<file path="src/rtl/ntc_pkg.sv">
package ntc_pkg;
  typedef enum logic [1:0] {
    NTC_UNKNOWN = 2'd0,
    NTC_MISS    = 2'd1,
    NTC_HIT     = 2'd2
  } ntc_res_e;
endpackage

</file>
<file path="src/rtl/ntc_capture_gate.sv">
module ntc_capture_gate #(
  parameter int SET_W         = 20,
  parameter int UNITS_PER_ROW = 28
) (
  input  logic             resp_valid,
  input  logic [SET_W-1:0] resp_set,
  input  logic             upd_valid,
  input  logic [SET_W-1:0] upd_set,
  output logic             cap_en,
  output logic [SET_W-1:0] cap_set
);
  localparam logic [SET_W-1:0] ROW_UNITS = SET_W'(UNITS_PER_ROW);
  localparam logic [SET_W-1:0] LAST_POS  = SET_W'(UNITS_PER_ROW - 1);

  logic row_end;

  always_comb begin
    row_end = ((resp_set % ROW_UNITS) == LAST_POS) || (resp_set == '1);
    cap_set = resp_set + SET_W'(1);
    // an update of the neighbor set in the same cycle suppresses the capture
    cap_en  = resp_valid && !row_end && !(upd_valid && (upd_set == cap_set));
  end
endmodule

</file>
<file path="src/rtl/ntc_entry_file.sv">
module ntc_entry_file #(
  parameter int SET_W   = 20,
  parameter int TAG_W   = 32,
  parameter int ENTRIES = 4
) (
  input  logic                            clk,
  input  logic                            rst,
  input  logic                            cap_en,
  input  logic [SET_W-1:0]                cap_set,
  input  logic [TAG_W-1:0]                cap_tag,
  input  logic                            cap_lv,
  input  logic                            inv_en,
  input  logic [SET_W-1:0]                inv_set,
  output logic [ENTRIES-1:0]              ent_used,
  output logic [ENTRIES-1:0][SET_W-1:0]   ent_set,
  output logic [ENTRIES-1:0][TAG_W-1:0]   ent_tag,
  output logic [ENTRIES-1:0]              ent_lv
);
  localparam int IDX_W = (ENTRIES > 1) ? $clog2(ENTRIES) : 1;
  localparam logic [IDX_W-1:0] LAST_IDX = IDX_W'(ENTRIES - 1);

  logic [IDX_W-1:0]   ptr;
  logic [IDX_W-1:0]   tgt;
  logic [ENTRIES-1:0] same_vec;
  logic               same_any;

  always_comb begin
    tgt = ptr;
    for (int i = 0; i < ENTRIES; i++) begin
      same_vec[i] = ent_used[i] && (ent_set[i] == cap_set);
      if (same_vec[i]) tgt = IDX_W'(i);
    end
    same_any = |same_vec;
  end

  always_ff @(posedge clk) begin
    if (rst) begin
      ent_used <= '0;
      ptr      <= '0;
    end else begin
      for (int i = 0; i < ENTRIES; i++) begin
        if (inv_en && ent_used[i] && (ent_set[i] == inv_set)) ent_used[i] <= 1'b0;
        if (cap_en && (tgt == IDX_W'(i))) ent_used[i] <= 1'b1;
      end
      if (cap_en && !same_any) ptr <= (ptr == LAST_IDX) ? '0 : ptr + IDX_W'(1);
    end
  end

  // payload array carries no reset so it maps onto plain storage
  always_ff @(posedge clk) begin
    if (cap_en) begin
      ent_set[tgt] <= cap_set;
      ent_tag[tgt] <= cap_tag;
      ent_lv[tgt]  <= cap_lv;
    end
  end

  logic             inv_q;
  logic [SET_W-1:0] inv_set_q;
  logic             inv_left;
  always_ff @(posedge clk) begin
    if (rst) begin
      inv_q     <= 1'b0;
      inv_set_q <= '0;
    end else begin
      inv_q     <= inv_en;
      inv_set_q <= inv_set;
    end
  end
  always_comb begin
    inv_left = 1'b0;
    for (int i = 0; i < ENTRIES; i++)
      if (ent_used[i] && (ent_set[i] == inv_set_q)) inv_left = 1'b1;
  end


  inv_clears_chk: assert property (@(posedge clk) disable iff (rst) inv_q |-> !inv_left);


  recap_keeps_count_chk: assert property (@(posedge clk) disable iff (rst)
    (cap_en && same_any && !inv_en) |=> ($countones(ent_used) == $countones($past(ent_used))));

  genvar gi, gj;
  generate
    for (gi = 0; gi < ENTRIES; gi++) begin : g_a
      for (gj = gi + 1; gj < ENTRIES; gj++) begin : g_b

        no_dup_set_chk: assert property (@(posedge clk) disable iff (rst)
          (ent_used[gi] && ent_used[gj]) |-> (ent_set[gi] != ent_set[gj]));
      end
    end
  endgenerate
endmodule

</file>
<file path="src/rtl/ntc_lookup.sv">
module ntc_lookup
  import ntc_pkg::*;
#(
  parameter int SET_W   = 20,
  parameter int TAG_W   = 32,
  parameter int ENTRIES = 4
) (
  input  logic [ENTRIES-1:0]            ent_used,
  input  logic [ENTRIES-1:0][SET_W-1:0] ent_set,
  input  logic [ENTRIES-1:0][TAG_W-1:0] ent_tag,
  input  logic [ENTRIES-1:0]            ent_lv,
  input  logic [SET_W-1:0]              lk_set,
  input  logic [TAG_W-1:0]              lk_tag,
  input  logic                          inv_en,
  input  logic [SET_W-1:0]              inv_set,
  output ntc_res_e                      code
);
  always_comb begin
    code = NTC_UNKNOWN;
    for (int i = 0; i < ENTRIES; i++) begin
      if (ent_used[i] && (ent_set[i] == lk_set))
        code = (ent_lv[i] && (ent_tag[i] == lk_tag)) ? NTC_HIT : NTC_MISS;
    end
    if (inv_en && (inv_set == lk_set)) code = NTC_UNKNOWN;
  end
endmodule

</file>
<file path="src/rtl/nbr_tag_cache.sv">
module nbr_tag_cache
  import ntc_pkg::*;
#(
  parameter int SET_W         = 20,
  parameter int TAG_W         = 32,
  parameter int ENTRIES       = 4,
  parameter int UNITS_PER_ROW = 28
) (
  input  logic             clk,
  input  logic             rst,
  input  logic             resp_valid,
  input  logic [SET_W-1:0] resp_set,
  input  logic [TAG_W-1:0] resp_nbr_tag,
  input  logic             resp_nbr_lv,
  input  logic             upd_valid,
  input  logic [SET_W-1:0] upd_set,
  input  logic             lk_valid,
  input  logic [SET_W-1:0] lk_set,
  input  logic [TAG_W-1:0] lk_tag,
  output logic             res_valid,
  output logic [1:0]       res_code
);
  logic                          cap_en;
  logic [SET_W-1:0]              cap_set;
  logic [ENTRIES-1:0]            ent_used;
  logic [ENTRIES-1:0][SET_W-1:0] ent_set;
  logic [ENTRIES-1:0][TAG_W-1:0] ent_tag;
  logic [ENTRIES-1:0]            ent_lv;
  ntc_res_e                      lk_code;

  ntc_capture_gate #(.SET_W(SET_W), .UNITS_PER_ROW(UNITS_PER_ROW)) u_gate (
    .resp_valid(resp_valid), .resp_set(resp_set),
    .upd_valid(upd_valid), .upd_set(upd_set),
    .cap_en(cap_en), .cap_set(cap_set)
  );

  ntc_entry_file #(.SET_W(SET_W), .TAG_W(TAG_W), .ENTRIES(ENTRIES)) u_file (
    .clk(clk), .rst(rst),
    .cap_en(cap_en), .cap_set(cap_set), .cap_tag(resp_nbr_tag), .cap_lv(resp_nbr_lv),
    .inv_en(upd_valid), .inv_set(upd_set),
    .ent_used(ent_used), .ent_set(ent_set), .ent_tag(ent_tag), .ent_lv(ent_lv)
  );

  ntc_lookup #(.SET_W(SET_W), .TAG_W(TAG_W), .ENTRIES(ENTRIES)) u_look (
    .ent_used(ent_used), .ent_set(ent_set), .ent_tag(ent_tag), .ent_lv(ent_lv),
    .lk_set(lk_set), .lk_tag(lk_tag), .inv_en(upd_valid), .inv_set(upd_set),
    .code(lk_code)
  );

  always_ff @(posedge clk) begin
    if (rst) begin
      res_valid <= 1'b0;
      res_code  <= 2'd0;
    end else begin
      res_valid <= lk_valid;
      res_code  <= lk_valid ? lk_code : 2'd0;
    end
  end

  localparam logic [SET_W-1:0] ROW_UNITS = SET_W'(UNITS_PER_ROW);
  logic resp_row_end;
  assign resp_row_end = (resp_set % ROW_UNITS) == SET_W'(UNITS_PER_ROW - 1);


  res_follows_lk_chk: assert property (@(posedge clk) disable iff (rst) lk_valid |=> res_valid);

  res_idle_chk: assert property (@(posedge clk) disable iff (rst) !lk_valid |=> !res_valid);

  res_code_legal_chk: assert property (@(posedge clk) disable iff (rst) res_valid |-> (res_code != 2'd3));

  row_end_no_cap_chk: assert property (@(posedge clk) disable iff (rst)
    (resp_valid && resp_row_end && !upd_valid) |=> $stable(ent_used));

  upd_same_lk_chk: assert property (@(posedge clk) disable iff (rst)
    (lk_valid && upd_valid && (upd_set == lk_set)) |=> (res_code == 2'd0));
endmodule

</file>
<file path="config.mk">
export PLATFORM = sky130hd
export DESIGN_NAME = nbr_tag_cache
export DESIGN_NICKNAME = d
export VERILOG_FILES = /design/src/rtl/ntc_pkg.sv /design/src/rtl/ntc_capture_gate.sv /design/src/rtl/ntc_entry_file.sv /design/src/rtl/ntc_lookup.sv /design/src/rtl/nbr_tag_cache.sv
export SDC_FILE = /design/constraint.sdc
export NUM_CORES = 1
export LEC_CHECK = 0
export ABC_AREA = 1
export BUFFER_PORTS_ARGS = -buffer_cell sky130_fd_sc_hd__buf_2
export CAP_MARGIN = 40
export CORE_MARGIN = 5
export CORE_UTILIZATION = 49
export CTS_BUF_LIST = sky130_fd_sc_hd__clkbuf_4 sky130_fd_sc_hd__clkbuf_8 sky130_fd_sc_hd__clkbuf_16
export CTS_CLUSTER_SIZE = 12
export DETAILED_ROUTE_END_ITERATION = 8
export GPL_ROUTABILITY_DRIVEN = 0
export PLACE_DENSITY = 0.74
export SETUP_SLACK_MARGIN = 0.15
export SLEW_MARGIN = 5
export SYNTH_ARGS = -nofsm -noshare
export SYNTH_HDL_FRONTEND = slang
export SYNTH_SLANG_ARGS = --single-unit
</file>
<file path="constraint.sdc">
create_clock -name clk -period 7.9 [get_ports clk]
set_input_delay 1.975 -clock clk [delete_from_list [all_inputs] [get_ports clk]]
set_output_delay 1.975 -clock clk [all_outputs]
set_load 0.02 [all_outputs]
</file>
---- After elaboration in Yosys (flattened, before gate mapping) ----
Index checks and enable logic that the tools add are counted.
storage, ports and cells
  flip-flop bits (word level) ............. 221
  bits in latches ......................... 0
  bits in writable memories ............... 0
  bits in read-only memories .............. 0
  output and inout port bits .............. 3
  word-level logic and storage cells ...... 117
  memories ................................ 0
operators by class
  $add $sub $neg .......................... 2
  multiply operators ...................... 0
  divide/modulo/power cells ............... 1
  order comparisons ....................... 2
  equal/unequal tests ..................... 24
  shift-type cells ........................ 0
  mux-type cells .......................... 30
  bitwise operators ....................... 1
  reduce and logical (&&, ||, !) cells .... 41
operators by type and width
  kind                                                                          number
  20-bit equality test                                                          14
  128-bit bitwise mux                                                           1
  32-bit equality test                                                          4
  80-bit bitwise mux                                                            1
  32-bit demux with 2-bit select                                                1
  20-bit demux with 2-bit select                                                1
  32-bit two-way mux                                                            1
  1-bit logical AND                                                             30
  2-bit two-way mux                                                             13
  20-bit by 1-bit adder with 20-bit output, second input constant               1
  20-bit equality test, second input constant                                   1
  20-bit by 5-bit equality test with 1-bit output, second input constant        1
  20-bit by 5-bit modulo with 20-bit output, second input constant              1
  20-bit two-way mux                                                            1
  1-bit two-way mux                                                             9
  2-bit nonzero test                                                            4
  2-bit equality test, second input constant                                    3
  4-bit bitwise mux                                                             1
  4-bit OR reduction                                                            1
  1-bit zero test                                                               3
  2-bit by 3-bit less-than comparator with 1-bit output, second input constant  1
  3-bit OR reduction                                                            1
  2-bit by 1-bit adder with 2-bit output, second input constant                 1
  1-bit demux with 2-bit select                                                 1
  other kinds (5)                                                               5

---- Logic depth before layout (Yosys ltp) ----
  word-level depth ........................ 12
  mapped depth ............................ 61
  mapped depth without buffers ............ 61

---- Modules after synthesis ----
Synthesis repeated with hierarchy kept, for this count alone.
second synthesis, totals
  cell total of the unflattened synthesis .. 1,855
  area, all modules ....................... 14,408.8 µm²
modules (own cells, without submodules)
  module            instances  cells each  area an instance (µm²)
  ntc_entry_file    1          816         9,236.4
  ntc_lookup        1          687         3,328.2
  ntc_capture_gate  1          342         1,755.4
  nbr_tag_cache     1          10          88.8

---- Worst setup path after synthesis ----
OpenSTA, ideal clock, no wires.
  kind .................................... input port to flip-flop
  start point ............................. in resp_set[19]
  end point ............................... reg u_file.ent_lv[1], enable pin
  library setup time ...................... 0.407 ns
  arrival time ............................ 7.109 ns
  required time ........................... 7.493 ns
  path slack .............................. 0.384 ns
  cell stages on the path ................. 45
  buffers on the path ..................... 1
  cell sequence ........................... buf_2 > nor2_1 > nand2_1 > nand2_2 > nor2_4 > nand2_1 > nand2_1 > nand3_1 > nand2_1 > inv_2 > nand3_1 > nand3_1 > o21ai_1 > nand2_1 > nand3_1 > nand4_2 > nand2_1 > nand2_2 > (+9 left out) > a21oi_4 > inv_1 > nand3_1 > a21oi_1 > nor2_2 > nand2_1 > o21ai_1 > nand2_1 > nand3b_1 > nand2_2 > inv_2 > nand2_1 > nand2_2 > nand4_1 > nand3b_1 > nand2_4 > nand3b_1 > inv_1
between the ends
  word-level cells in the longest chain between the ends .. 6
ends and longest elaborated chain
  what                                             line                    text
  start: declaration                               nbr_tag_cache.sv:12     input logic [SET_W-1:0] resp_set,
  20-bit by 5-bit modulo with 20-bit output        n/a
  20-bit by 5-bit equality test with 1-bit output  ntc_capture_gate.sv:18  row_end = ((resp_set % ROW_UNITS) == LAST_POS) || (resp_set == '1);
  1-bit logical OR                                 ntc_capture_gate.sv:18
  1-bit zero test                                  ntc_capture_gate.sv:21  cap_en = resp_valid && !row_end && !(upd_valid && (upd_set == cap_set));
  1-bit logical AND                                ntc_capture_gate.sv:21
  1-bit logical AND (*)                            ntc_capture_gate.sv:21
  end signal: indexed assignment                   ntc_entry_file.sv:54    ent_lv[tgt] <= cap_lv;
  end: declaration                                 ntc_entry_file.sv:17    output logic [ENTRIES-1:0] ent_lv
Every way passes the cells marked *; elsewhere a longest branch is shown, timed or not.
A chain may end at the register's enable or synchronous reset.

---- Worst setup path in the final report ----
  start point ............................. in resp_set[18]
  end point ............................... reg u_file.ent_tag[34] in the netlist's numbering, enable pin
between the ends
  word-level cells in the longest chain between the ends .. 6
ends and longest elaborated chain
  what                                             line                    text
  20-bit by 5-bit modulo with 20-bit output        n/a
  20-bit by 5-bit equality test with 1-bit output  ntc_capture_gate.sv:18
  1-bit logical OR                                 ntc_capture_gate.sv:18
  1-bit zero test                                  ntc_capture_gate.sv:21
  1-bit logical AND                                ntc_capture_gate.sv:21
  1-bit logical AND (*)                            ntc_capture_gate.sv:21
  end signal: indexed assignment                   ntc_entry_file.sv:53    ent_tag[tgt] <= cap_tag;
  end: declaration                                 ntc_entry_file.sv:16    output logic [ENTRIES-1:0][TAG_W-1:0] ent_tag,
Marked as above.

==> flow_metrics.py <==
metrics = {
    "clock_network": {
        "cts.reportedPaths.clkPinSlew_ns": 0.06,
        "cts.sinks": 221,
        "clock_latency_ns": 0.55,
        "cts_setup_buffers": 0,
        "cts_tree": "built",
        "root_buffer": "clkbuf_16",
        "clock_tree.buffer_depth": 3,
        "cts_buffers": 25,
        "cts_htree_levels": 1,
    },
    "detailed_routing": {
        "wl_per_cell_um": 23.03,
        "via_per_inst": 6.219,
        "drtIter0Drc": 2523,
        "ant_nets": 0,
        "route.vias.total": 12705,
        "firstDrtPassIters": 9,
        "routed_wl_mm": 47.05,
        "post-route-drc-count": 133,
    },
    "sta": {
        "clock_skew_ns": 0.01857,
        "worst_pin_slew_ns": 0.8172,
        "period_share": 0.8986,
        "max_freq_mhz": 140.9,
        "hold_violations": 0,
        "setup_tns_ns": 0,
        "min_period_ns": 7.099,
        "layout_setup_ws_ns": 0.8007,
        "slew_viol_final": 0,
        "grt_setup_unrepaired": "false",
        "finalSetupViolCount": 0,
        "slew_headroom": 0.4532,
    },
    "critical_path": {
        "cp_common_cell": "nand2_1",
        "required_ns": 8.08,
        "crit_path_start_kind": "primary input",
        "end_kind": "flop",
        "worst-path-max-fanout": 31,
        "critPathSlowestCell": "buf_4",
        "slowest_delay_ns": 0.42,
        "critPathKind": "primary input to flop",
        "cp.arrival_ns": 7.28,
    },
    "floorplanning": {
        "coreArea_um2": 27630,
        "io_pins": 133,
        "dieWidth_um": 176.7,
        "die_y_um": 176.7,
        "start_util": 0.4927,
        "rows": 61,
        "die_area_um2": 31220,
    },
    "finish": {
        "drive_gt1_frac": 0.1624,
        "mostFrequentLayoutCells": "nand2_1, inv_1, edfxtp_1",
        "instances_no_fill": 2043,
        "final_common_cell": "nand2_1",
        "nNetsFinal": 1780,
        "syn_to_final_growth_pct": 14.52,
        "n_fill_cell": 2441,
    },
    "pwr": {
        "power.switching_mw": 1.216,
        "ir_worst_vdd_mv": 0.2365,
        "comb_power_share": 0.268,
        "seq_power_share": 0.427,
        "design_power_total_mw": 3.598,
        "p_per_area_nw_per_um2": 230.8,
        "p_leak_nw": 6.341,
        "p_clk_frac": 0.305,
        "internal-power_mw": 2.382,
        "switching_share": 0.3378,
    },
    "run": {
        "maxCapViolCount": 0,
    },
    "yosys": {
        "yosys_warnings": 0,
        "synth.distinct_cells": 52,
        "synth_seq_cells": 221,
        "async_reset_ff_frac": 0,
        "netlist_instances": 1500,
        "synth_flop_cell": "edfxtp_1",
        "synth_fp_nets": 1633,
        "syn-cell-area_um2": 13610,
        "synth-edff-count": 212,
        "syn_avg_cell_area_um2": 9.075,
        "yosysSeqAreaShare": 0.4809,
    },
    "global_routing": {
        "antenna_found_initial": 2,
        "grt.overflow.total": 0,
        "grt_usage": 0.2944,
        "grt_pass1_wl_mm": 70.42,
        "grt_pass1_vias": 12256,
        "grt_max_degree": 32,
    },
    "hold_path": {
        "hold_path.class": "flop to flop",
    },
    "placement": {
        "dp_slack_ns": 0.2017,
        "post-place-cells": 1997,
        "dpl.hpwl_mm": 36.20,
        "portBuffers": 132,
    },
    "run_status": {
        "violations": "DRC",
        "run_status": "complete, but fails checks",
    },
}
## through the flow
step	cell area [um2]	util	hold WS, ns
floorplan	13610	-	0.4461
global placement	14800	0.5357	0.5005
detailed placement	14810	0.5360	0.5109
CTS	15570	0.5636	0.5201
global route	15590	0.5643	0.5260
finish	15590	0.5643	0.5172
## power by group through the flow
| stage | combinational, mW | sequential (mW) | clock, mW |
|---|---|---|---|
| finish | 0.965 | 1.54 | 1.10 |
| global route | 1.06 | 1.54 | 1.16 |
| CTS | 0.945 | 1.53 | 1.11 |
| detailed placement | 0.941 | 1.55 | 0 |
| global placement | 0.910 | 1.55 | 0 |
| floorplan | 0.668 | 1.52 | 0 |
## cells in the mapped netlist, drive strengths merged, types with 23 or more instances
cell type	count	area, um2
nor3	31	155.2
a221oi	39	341.6
nand2	273	1100
o22ai	84	525.5
xor2	105	919.6
nand3	69	380.4
xnor2	53	464.2
a21oi	23	137.6
nor2	87	359.1
nand4	49	331.6
inv	231	867.1
edfxtp	212	6366
o21ai	65	332.8
nor4	45	281.5
clkbuf	25	93.84
## path summary, 6_finish.rpt
kind	cells after the start	start	slack, ns	to
hold reg to reg	2	u_file.ent_used[3]	0.52	u_file.ent_used[3]
setup reg to reg	17	u_file.ent_set[1]	3.47	u_file.ent_tag[34]
hold / removal	2	u_file.ent_used[3]	0.52	u_file.ent_used[3]
setup / recovery	47	resp_set[18]	0.80	u_file.ent_tag[34]
## cell type report
type                    instances  area, um2  share of cell area
multi-input cells            1019       6085              0.3903
clock inverters                10      72.57            0.004655
well taps                     378      473.0             0.03034
repair buffers                147      833.3             0.05345
clock buffers                  33      691.9             0.04438
diodes                          2      5.005           0.0003210
flip-flops and latches        221       6546              0.4199
inverters                     233      883.3             0.05666
## critical path: cells and delay by family
family / cells / cell delay, ns
buf+inv: 8 / 0.93
simple gates: 33 / 3.47
xor+xnor: 1 / 0.14
compound gates: 5 / 0.71
## timing repair
item	in CTS	in global routing
resized for setup	0	6
setup endpoints to repair	0	112
hold buffers	0	0
endpoints found under the hold margin	0	0
## state kept, by name, summed over array words and instances, names as in the netlist
| name | flops |
|---|---|
| u_file.ent_set | 80 |
| res_valid | 1 |
| u_file.ent_tag | 128 |
| u_file.ent_used | 4 |
| u_file.ent_lv | 4 |
| res_code | 2 |
| u_file.ptr | 2 |
## kinds of logic (layout without fill, tap and decap cells)
family / Yosys count / after routing / share of synthesized area
simple gates: 597 / 597 / 0.2131
compound gates: 261 / 261 / 0.1295
buf+inv: 260 / 423 / 0.07215
flops: 221 / 221 / 0.4809
xor+xnor: 158 / 158 / 0.1017
fa+ha+maj: 3 / 3 / 0.002758
other cells: 0 / 2 / 0
## metal layers
layer | part of all wire | routed length [um] | up-vias | GRT usage
met5 | 0 | 0 | - | 0
met4 | 0.074 | 3493 | 0 | 0.1625
met3 | 0.13 | 6019 | 271 | 0.09079
met2 | 0.44 | 20570 | 965 | 0.4578
met1 | 0.36 | 16970 | 5841 | 0.3674
li1 | - | - | 5628 | -
(Power assumes the default switching activity.)
